[config.mk]
export PLATFORM = sky130hd
export DESIGN_NAME = alert_width_classifier
export DESIGN_NICKNAME = d
export VERILOG_FILES = /design/src/rtl/awc_pkg.sv /design/src/rtl/awc_sync.sv /design/src/rtl/awc_measure.sv /design/src/rtl/awc_status.sv /design/src/rtl/alert_width_classifier.sv
export SDC_FILE = /design/constraint.sdc
export NUM_CORES = 1
export LEC_CHECK = 0
export BUFFER_PORTS_ARGS = -buffer_cell sky130_fd_sc_hd__buf_4
export CORE_MARGIN = 5
export CORE_UTILIZATION = 45
export DETAILED_ROUTE_END_ITERATION = 6
export GPL_TIMING_DRIVEN = 0
export PLACE_DENSITY = 0.72
export SETUP_SLACK_MARGIN = 0.15
export SLEW_MARGIN = 20
export SYNTH_ARGS = -nofsm -noshare
export SYNTH_HDL_FRONTEND = slang
export SYNTH_SLANG_ARGS = --single-unit
export TNS_END_PERCENT = 50
[constraint.sdc]
create_clock -name clk -period 2.8 [get_ports clk]
set_clock_uncertainty 0.05 [all_clocks]
set_input_delay 0 -clock clk [delete_from_list [all_inputs] [get_ports clk]]
set_output_delay 0 -clock clk [all_outputs]
set_load 0.005 [all_outputs]
[src/rtl/awc_pkg.sv]
package awc_pkg;
    typedef enum logic [1:0] {
        ST_IDLE  = 2'd0,
        ST_LOW   = 2'd1,
        ST_STUCK = 2'd2
    } awc_state_e;

    localparam int FLG_CRC     = 0;
    localparam int FLG_CRC_STS = 1;
    localparam int FLG_PAR     = 2;
    localparam int FLG_UNK     = 3;
    localparam int FLG_STUCK   = 4;
    localparam int NFLAG       = 5;
endpackage

[src/rtl/awc_sync.sv]
module awc_sync #(
    parameter int STAGES = 2
) (
    input  logic clk,
    input  logic rst_n,
    input  logic d_i,
    output logic q_o
);
    logic [STAGES-1:0] chain_q;

    always_ff @(posedge clk or negedge rst_n) begin
        if (!rst_n) chain_q <= '1;
        else        chain_q <= {chain_q[STAGES-2:0], d_i};
    end

    assign q_o = chain_q[STAGES-1];
endmodule

[src/rtl/awc_measure.sv]
module awc_measure
    import awc_pkg::*;
#(
    parameter int CRC_MIN = 6,
    parameter int CRC_MAX = 10,
    parameter int PAR_MIN = 48,
    parameter int PAR_MAX = 144
) (
    input  logic clk,
    input  logic rst_n,
    input  logic alert_s_i,
    output logic crc_evt_o,
    output logic par_evt_o,
    output logic unk_evt_o,
    output logic stuck_evt_o
);
    localparam int LEN_W = $clog2(PAR_MAX + 1);

    awc_state_e        state_q, state_d;
    logic [LEN_W-1:0]  len_q, len_d;
    logic              crc_d, par_d, unk_d, stuck_d;

    // state register and length counter
    always_ff @(posedge clk or negedge rst_n) begin
        if (!rst_n) begin
            state_q <= ST_IDLE;
            len_q   <= '0;
        end else begin
            state_q <= state_d;
            len_q   <= len_d;
        end
    end

    // transitions and classification
    always_comb begin
        state_d = state_q;
        len_d   = len_q;
        crc_d   = 1'b0;
        par_d   = 1'b0;
        unk_d   = 1'b0;
        stuck_d = 1'b0;
        unique case (state_q)
            ST_IDLE: begin
                if (!alert_s_i) begin            // IDLE_TO_LOW
                    state_d = ST_LOW;
                    len_d   = LEN_W'(1);
                end
            end
            ST_LOW: begin
                if (alert_s_i) begin             // LOW_TO_IDLE
                    state_d = ST_IDLE;
                    len_d   = '0;
                    if (len_q >= LEN_W'(CRC_MIN) && len_q <= LEN_W'(CRC_MAX))
                        crc_d = 1'b1;
                    else if (len_q >= LEN_W'(PAR_MIN) && len_q <= LEN_W'(PAR_MAX))
                        par_d = 1'b1;
                    else
                        unk_d = 1'b1;
                end else if (len_q == LEN_W'(PAR_MAX)) begin // LOW_TO_STUCK
                    state_d = ST_STUCK;
                    stuck_d = 1'b1;
                end else begin
                    len_d = len_q + 1'b1;
                end
            end
            ST_STUCK: begin
                if (alert_s_i) begin             // STUCK_TO_IDLE
                    state_d = ST_IDLE;
                    len_d   = '0;
                    unk_d   = 1'b1;
                end
            end
            default: begin
                state_d = ST_IDLE;
                len_d   = '0;
            end
        endcase
    end

    // registered strobes
    always_ff @(posedge clk or negedge rst_n) begin
        if (!rst_n) begin
            crc_evt_o   <= 1'b0;
            par_evt_o   <= 1'b0;
            unk_evt_o   <= 1'b0;
            stuck_evt_o <= 1'b0;
        end else begin
            crc_evt_o   <= crc_d;
            par_evt_o   <= par_d;
            unk_evt_o   <= unk_d;
            stuck_evt_o <= stuck_d;
        end
    end

    assert_strobe_onehot_R6: assert property (@(posedge clk) disable iff (!rst_n)
        $onehot0({crc_evt_o, par_evt_o, unk_evt_o, stuck_evt_o}));

    assert_crc_single_R6: assert property (@(posedge clk) disable iff (!rst_n)
        crc_evt_o |=> !crc_evt_o);

    assert_par_single_R6: assert property (@(posedge clk) disable iff (!rst_n)
        par_evt_o |=> !par_evt_o);

    assert_stuck_leaves_low_R5: assert property (@(posedge clk) disable iff (!rst_n)
        stuck_evt_o |-> state_q == ST_STUCK);

    assert_strobe_after_high_R1: assert property (@(posedge clk) disable iff (!rst_n)
        (crc_evt_o || par_evt_o || unk_evt_o) |-> $past(alert_s_i));
endmodule

[src/rtl/awc_status.sv]
module awc_status
    import awc_pkg::*;
#(
    parameter int CNT_W = 16
) (
    input  logic             clk,
    input  logic             rst_n,
    input  logic             crc_evt_i,
    input  logic             par_evt_i,
    input  logic             unk_evt_i,
    input  logic             stuck_evt_i,
    input  logic             clr_wr_i,
    input  logic [NFLAG-1:0] clr_mask_i,
    output logic [NFLAG-1:0] flags_o,
    output logic [CNT_W-1:0] crc_cnt_o,
    output logic [CNT_W-1:0] par_cnt_o
);
    localparam int NCNT = 2;

    logic [NFLAG-1:0] set_v;
    logic [NFLAG-1:0] clr_v;
    logic [NCNT-1:0]  inc_v;
    logic [CNT_W-1:0] cnt_q [NCNT];

    always_comb begin
        set_v              = '0;
        set_v[FLG_CRC]     = crc_evt_i;
        set_v[FLG_CRC_STS] = crc_evt_i;
        set_v[FLG_PAR]     = par_evt_i;
        set_v[FLG_UNK]     = unk_evt_i;
        set_v[FLG_STUCK]   = stuck_evt_i;
        clr_v              = clr_wr_i ? clr_mask_i : '0;
        inc_v              = {par_evt_i, crc_evt_i};
    end

    // sticky flags: set has priority over clear
    for (genvar g = 0; g < NFLAG; g++) begin : g_flag
        always_ff @(posedge clk or negedge rst_n) begin
            if (!rst_n)        flags_o[g] <= 1'b0;
            else if (set_v[g]) flags_o[g] <= 1'b1;
            else if (clr_v[g]) flags_o[g] <= 1'b0;
        end
    end

    // saturating event counters
    for (genvar c = 0; c < NCNT; c++) begin : g_cnt
        always_ff @(posedge clk or negedge rst_n) begin
            if (!rst_n)                         cnt_q[c] <= '0;
            else if (inc_v[c] && cnt_q[c] != '1) cnt_q[c] <= cnt_q[c] + 1'b1;
        end
    end

    assign crc_cnt_o = cnt_q[0];
    assign par_cnt_o = cnt_q[1];

    assert_crc_sets_both_R2: assert property (@(posedge clk) disable iff (!rst_n)
        crc_evt_i |=> flags_o[FLG_CRC] && flags_o[FLG_CRC_STS]);

    assert_set_beats_clear_R8: assert property (@(posedge clk) disable iff (!rst_n)
        (par_evt_i && clr_wr_i && clr_mask_i[FLG_PAR]) |=> flags_o[FLG_PAR]);

    assert_clear_unknown_R7: assert property (@(posedge clk) disable iff (!rst_n)
        (clr_wr_i && clr_mask_i[FLG_UNK] && !unk_evt_i) |=> !flags_o[FLG_UNK]);

    assert_unknown_no_count_R4: assert property (@(posedge clk) disable iff (!rst_n)
        unk_evt_i |=> $stable(crc_cnt_o) && $stable(par_cnt_o));

    assert_no_overflow_R9: assert property (@(posedge clk) disable iff (!rst_n)
        (crc_cnt_o == '1) |=> (crc_cnt_o == '1));

    assert_par_count_step_R3: assert property (@(posedge clk) disable iff (!rst_n)
        (par_evt_i && par_cnt_o != '1) |=> par_cnt_o == $past(par_cnt_o) + 1'b1);
endmodule

[src/rtl/alert_width_classifier.sv]
module alert_width_classifier
    import awc_pkg::*;
#(
    parameter int CNT_W   = 16,
    parameter int CRC_MIN = 6,
    parameter int CRC_MAX = 10,
    parameter int PAR_MIN = 48,
    parameter int PAR_MAX = 144
) (
    input  logic             clk,
    input  logic             rst_n,
    input  logic             alert_n_i,
    input  logic             clr_wr_i,
    input  logic [NFLAG-1:0] clr_mask_i,
    output logic             crc_evt_o,
    output logic             par_evt_o,
    output logic             unk_evt_o,
    output logic [NFLAG-1:0] flags_o,
    output logic [CNT_W-1:0] crc_cnt_o,
    output logic [CNT_W-1:0] par_cnt_o
);
    logic alert_s;
    logic stuck_evt;

    awc_sync #(.STAGES(2)) u_sync (
        .clk   (clk),
        .rst_n (rst_n),
        .d_i   (alert_n_i),
        .q_o   (alert_s)
    );

    awc_measure #(
        .CRC_MIN (CRC_MIN),
        .CRC_MAX (CRC_MAX),
        .PAR_MIN (PAR_MIN),
        .PAR_MAX (PAR_MAX)
    ) u_measure (
        .clk         (clk),
        .rst_n       (rst_n),
        .alert_s_i   (alert_s),
        .crc_evt_o   (crc_evt_o),
        .par_evt_o   (par_evt_o),
        .unk_evt_o   (unk_evt_o),
        .stuck_evt_o (stuck_evt)
    );

    awc_status #(.CNT_W(CNT_W)) u_status (
        .clk         (clk),
        .rst_n       (rst_n),
        .crc_evt_i   (crc_evt_o),
        .par_evt_i   (par_evt_o),
        .unk_evt_i   (unk_evt_o),
        .stuck_evt_i (stuck_evt),
        .clr_wr_i    (clr_wr_i),
        .clr_mask_i  (clr_mask_i),
        .flags_o     (flags_o),
        .crc_cnt_o   (crc_cnt_o),
        .par_cnt_o   (par_cnt_o)
    );

    assert_reset_clear_R10: assert property (@(posedge clk)
        $rose(rst_n) |-> (flags_o == '0 && crc_cnt_o == '0 && par_cnt_o == '0));
endmodule

==> impl_metrics.toml <==
[final_layout]
fin_util = 0.5807
drive_gt1_frac = 0.2204
nets = 319
area_growth_pct = 25.93
n_antenna_cell = 0
instances_no_fill = 376

[floorplan]
initial_core_util = 0.4611
die_w_um = 84.89
dieArea_um2 = 7205
rows = 27
design.core.area_um2 = 5473
io_pins = 49
fp.dieH_um = 84.89

[power]
leakagePower_nw = 1.545
p_seq_frac = 0.556
combinationalPowerShare = 0.181
p_clk_frac = 0.264
swShare = 0.2813
p_sw_mw = 0.4398
power.density_nw_per_um2 = 491.9
p_int_mw = 1.123
vdd_drop_max_mv = 0.2700

[routing]
drcViolationCount = 0
avgRoutedWirePerCell_um = 13.86
firstDrtPassIters = 4
drtIter0Drc = 113
ant_nets = 0
postRouteWirelength_mm = 5.212
vias = 1946
viasPerCell = 5.176

[timing]
setup_tns_ps = 0
tightest_slew_ps = 657.2
rsz0062_at_grt = "false"
slew_headroom = 0.5619
period_minus_slack_ps = 1921
final_hold_viol_count = 0
hold_slack_ps = 222.8
fmax_ghz = 0.5205
drv_slew = 0
finalSetupViolCount = 0
finalCritPeriodShare = 0.6861

[clocking]
cts-root-buf = "clkbuf_8"
cts_max_level = 2
cts_tree = "done"
path_clk_slew_ps = 90
cts.sinks = 53
cts_buffers = 5
ctsResizeCount = 0
clkLatencyLatePin_ps = 300
clockBufferDepth = 2

[hold_path]
hold_path_class = "primary input to asynchronous set/reset pin"

[yosys]
synth_enable_flop_cells = 0
synth_top_area_cell = "dfrtp_1"
synth_top_area_share = 0.5057
synthDistinctLibCells = 43
async_reset_ff_frac = 1.000
synth_most_common_cell = "dfrtp_1"
syn_nets = 252
ys_ff_latch = 53
syn_area_um2 = 2524
ys.flop_type = "dfrtp_1"
synth_cells = 236
ys.warnings.count = 0
ys_top_cells_by_count = "dfrtp_1, nand2_1, nor2_1"
synthTopCellsByArea = "dfrtp_1, xnor2_1, xor2_1"
yosysSeqAreaShare = 0.5265
avgSynthCellArea_um2 = 10.69

[setup_path]
cp_max_fo = 6
end_kind = "flop"
r2r_end = "u_measure.len_q[6]$_DFFE_PN0P_"
timing.critical_path.cells = "inv_1 > ha_1 > mux2i_2 > and3_1 > nand2_1 > or3_1 > a21oi_1"
max_stage_delay_ps = 360
required_ps = 2980
reg2reg_from = "u_measure.state_q[0]$_DFFE_PN0P_"
reg2reg_depth = 7
slowest_stage = "dfrtp_1"
critPathArrivalTime_ps = 2100
rrSetupSlack_ps = 880
start_kind = "flop"
crit_type = "flop to flop"

[place]
portBuffers = 48
hpwl_mm = 3.667
gp_congestion = 0.8385
placedCellCount = 356

[global_routing]
grt_max_degree = 54
grt_pass1_vias = 1981
gr-total-overflow = 0
grtUsageTotal = 0.1591
antenna_found_initial = 0
grt_pass1_wl_mm = 9.349

[flow_run]
drv_cap = 0

[run_status]
outcome = "finished, final reports clean"
## placed cells by master, fill, tap and decap left out, drive strengths merged, types with 3 or more instances in the layout
cell         Yosys  layout
nand2           23      23
mux2             3       3
o21ai            5       5
a21o             6       6
nand3           15      15
inv             12      12
ha               7       7
a31oi            3       3
dfrtp           51      51
dlygate4sd3      0      12
xnor2           17      17
nor2            20      20
clkbuf           0       7
buf              0      48
a21oi            9       9
or3              4       4
and4             3       3
xor2            12      12
nand4           13      13
and3             6       6
## routing by layer
layer,vias up,track usage,wire length (um)
met2,31,0.2797,2698
met4,0,0.04460,51
met1,943,0.1915,2217
met3,4,0.04369,246
met5,-,0,0
li1,968,-,-
## logic make-up (layout without fill, tap and decap cells)
group,Yosys count,in the layout,share of synthesized area
simple gates,97,97,0.2117
fa+ha+maj,7,7,0.03470
flops,53,53,0.5265
compound gates,34,34,0.08825
mux,4,4,0.02032
xor+xnor,29,29,0.1006
buf+inv,12,80,0.01785
## sequential cells by signal (all words and copies together) (netlist names)
name and count:
u_status.crc_cnt_o 16, u_status.par_cnt_o 16, u_measure.len_q 8, u_status.flags_o 5, u_measure.state_q 2, u_sync.chain_q 2, u_measure.crc_evt_o 1, u_measure.par_evt_o 1
u_measure.stuck_evt_o 1, u_measure.unk_evt_o 1
## per-stage QoR
stage | setup slack (ps) | area (um^2) | power [mW]
after global placement | 937.8 | 2974 | 1.141
final | 878.8 | 3178 | 1.563
after global routing | 719.4 | 3178 | 1.670
after detailed placement | 891.5 | 2974 | 1.149
after floorplan | 1092 | 2524 | 1.042
after CTS | 872.9 | 3178 | 1.580
## layout make-up
type                            instances  area, um^2
Tap cell                               72       90.09
Clock buffer                            7       76.32
Sequential cell                        53        1329
Clock inverter                          1       7.507
Inverter                               12       45.04
Multi-Input combinational cell        171        1150
Timing Repair Buffer                   60       480.5
Fill cell                             471        2295
## power by group through the flow
stage	Combinational, mW	Clock [mW]	Sequential, mW
2_1_floorplan	0.170	0	0.872
3_3_place_gp	0.262	0	0.879
3_5_place_dp	0.267	0	0.882
4_1_cts	0.282	0.431	0.867
5_1_grt	0.327	0.465	0.877
6_report	0.282	0.413	0.869
## critical path, delay by kind of cell, from the launching register on
family / cells / cell delay, ps
simple gates: 3 / 660
flops: 1 / 360
mux: 1 / 300
fa+ha+maj: 1 / 270
compound gates: 1 / 140
buf+inv: 1 / 80
## how the worst max path moves through the flow
stage / slack [ps] / cells past startpoint / end / start
2_1_floorplan: 1090 / 7 / u_measure.len_q[6]$_DFFE_PN0P_ / u_measure.state_q[0]$_DFFE_PN0P_
3_3_place_gp: 940 / 7 / u_measure.len_q[6]$_DFFE_PN0P_ / u_measure.state_q[0]$_DFFE_PN0P_
3_5_place_dp: 890 / 7 / u_measure.len_q[6]$_DFFE_PN0P_ / u_measure.state_q[0]$_DFFE_PN0P_
4_1_cts: 870 / 7 / u_measure.len_q[6]$_DFFE_PN0P_ / u_measure.state_q[0]$_DFFE_PN0P_
5_1_grt: 720 / 7 / u_measure.len_q[6]$_DFFE_PN0P_ / u_measure.state_q[0]$_DFFE_PN0P_
6_report: 880 / 7 / u_measure.len_q[6]$_DFFE_PN0P_ / u_measure.state_q[0]$_DFFE_PN0P_
## repair_timing
item | CTS | global route
setup buffers | 0 | 0
hold buffers | 12 | 0
endpoints found under the hold margin | 57 | 0
setup endpoints to repair | 0 | 0
Power figures use the tool's default switching activity.
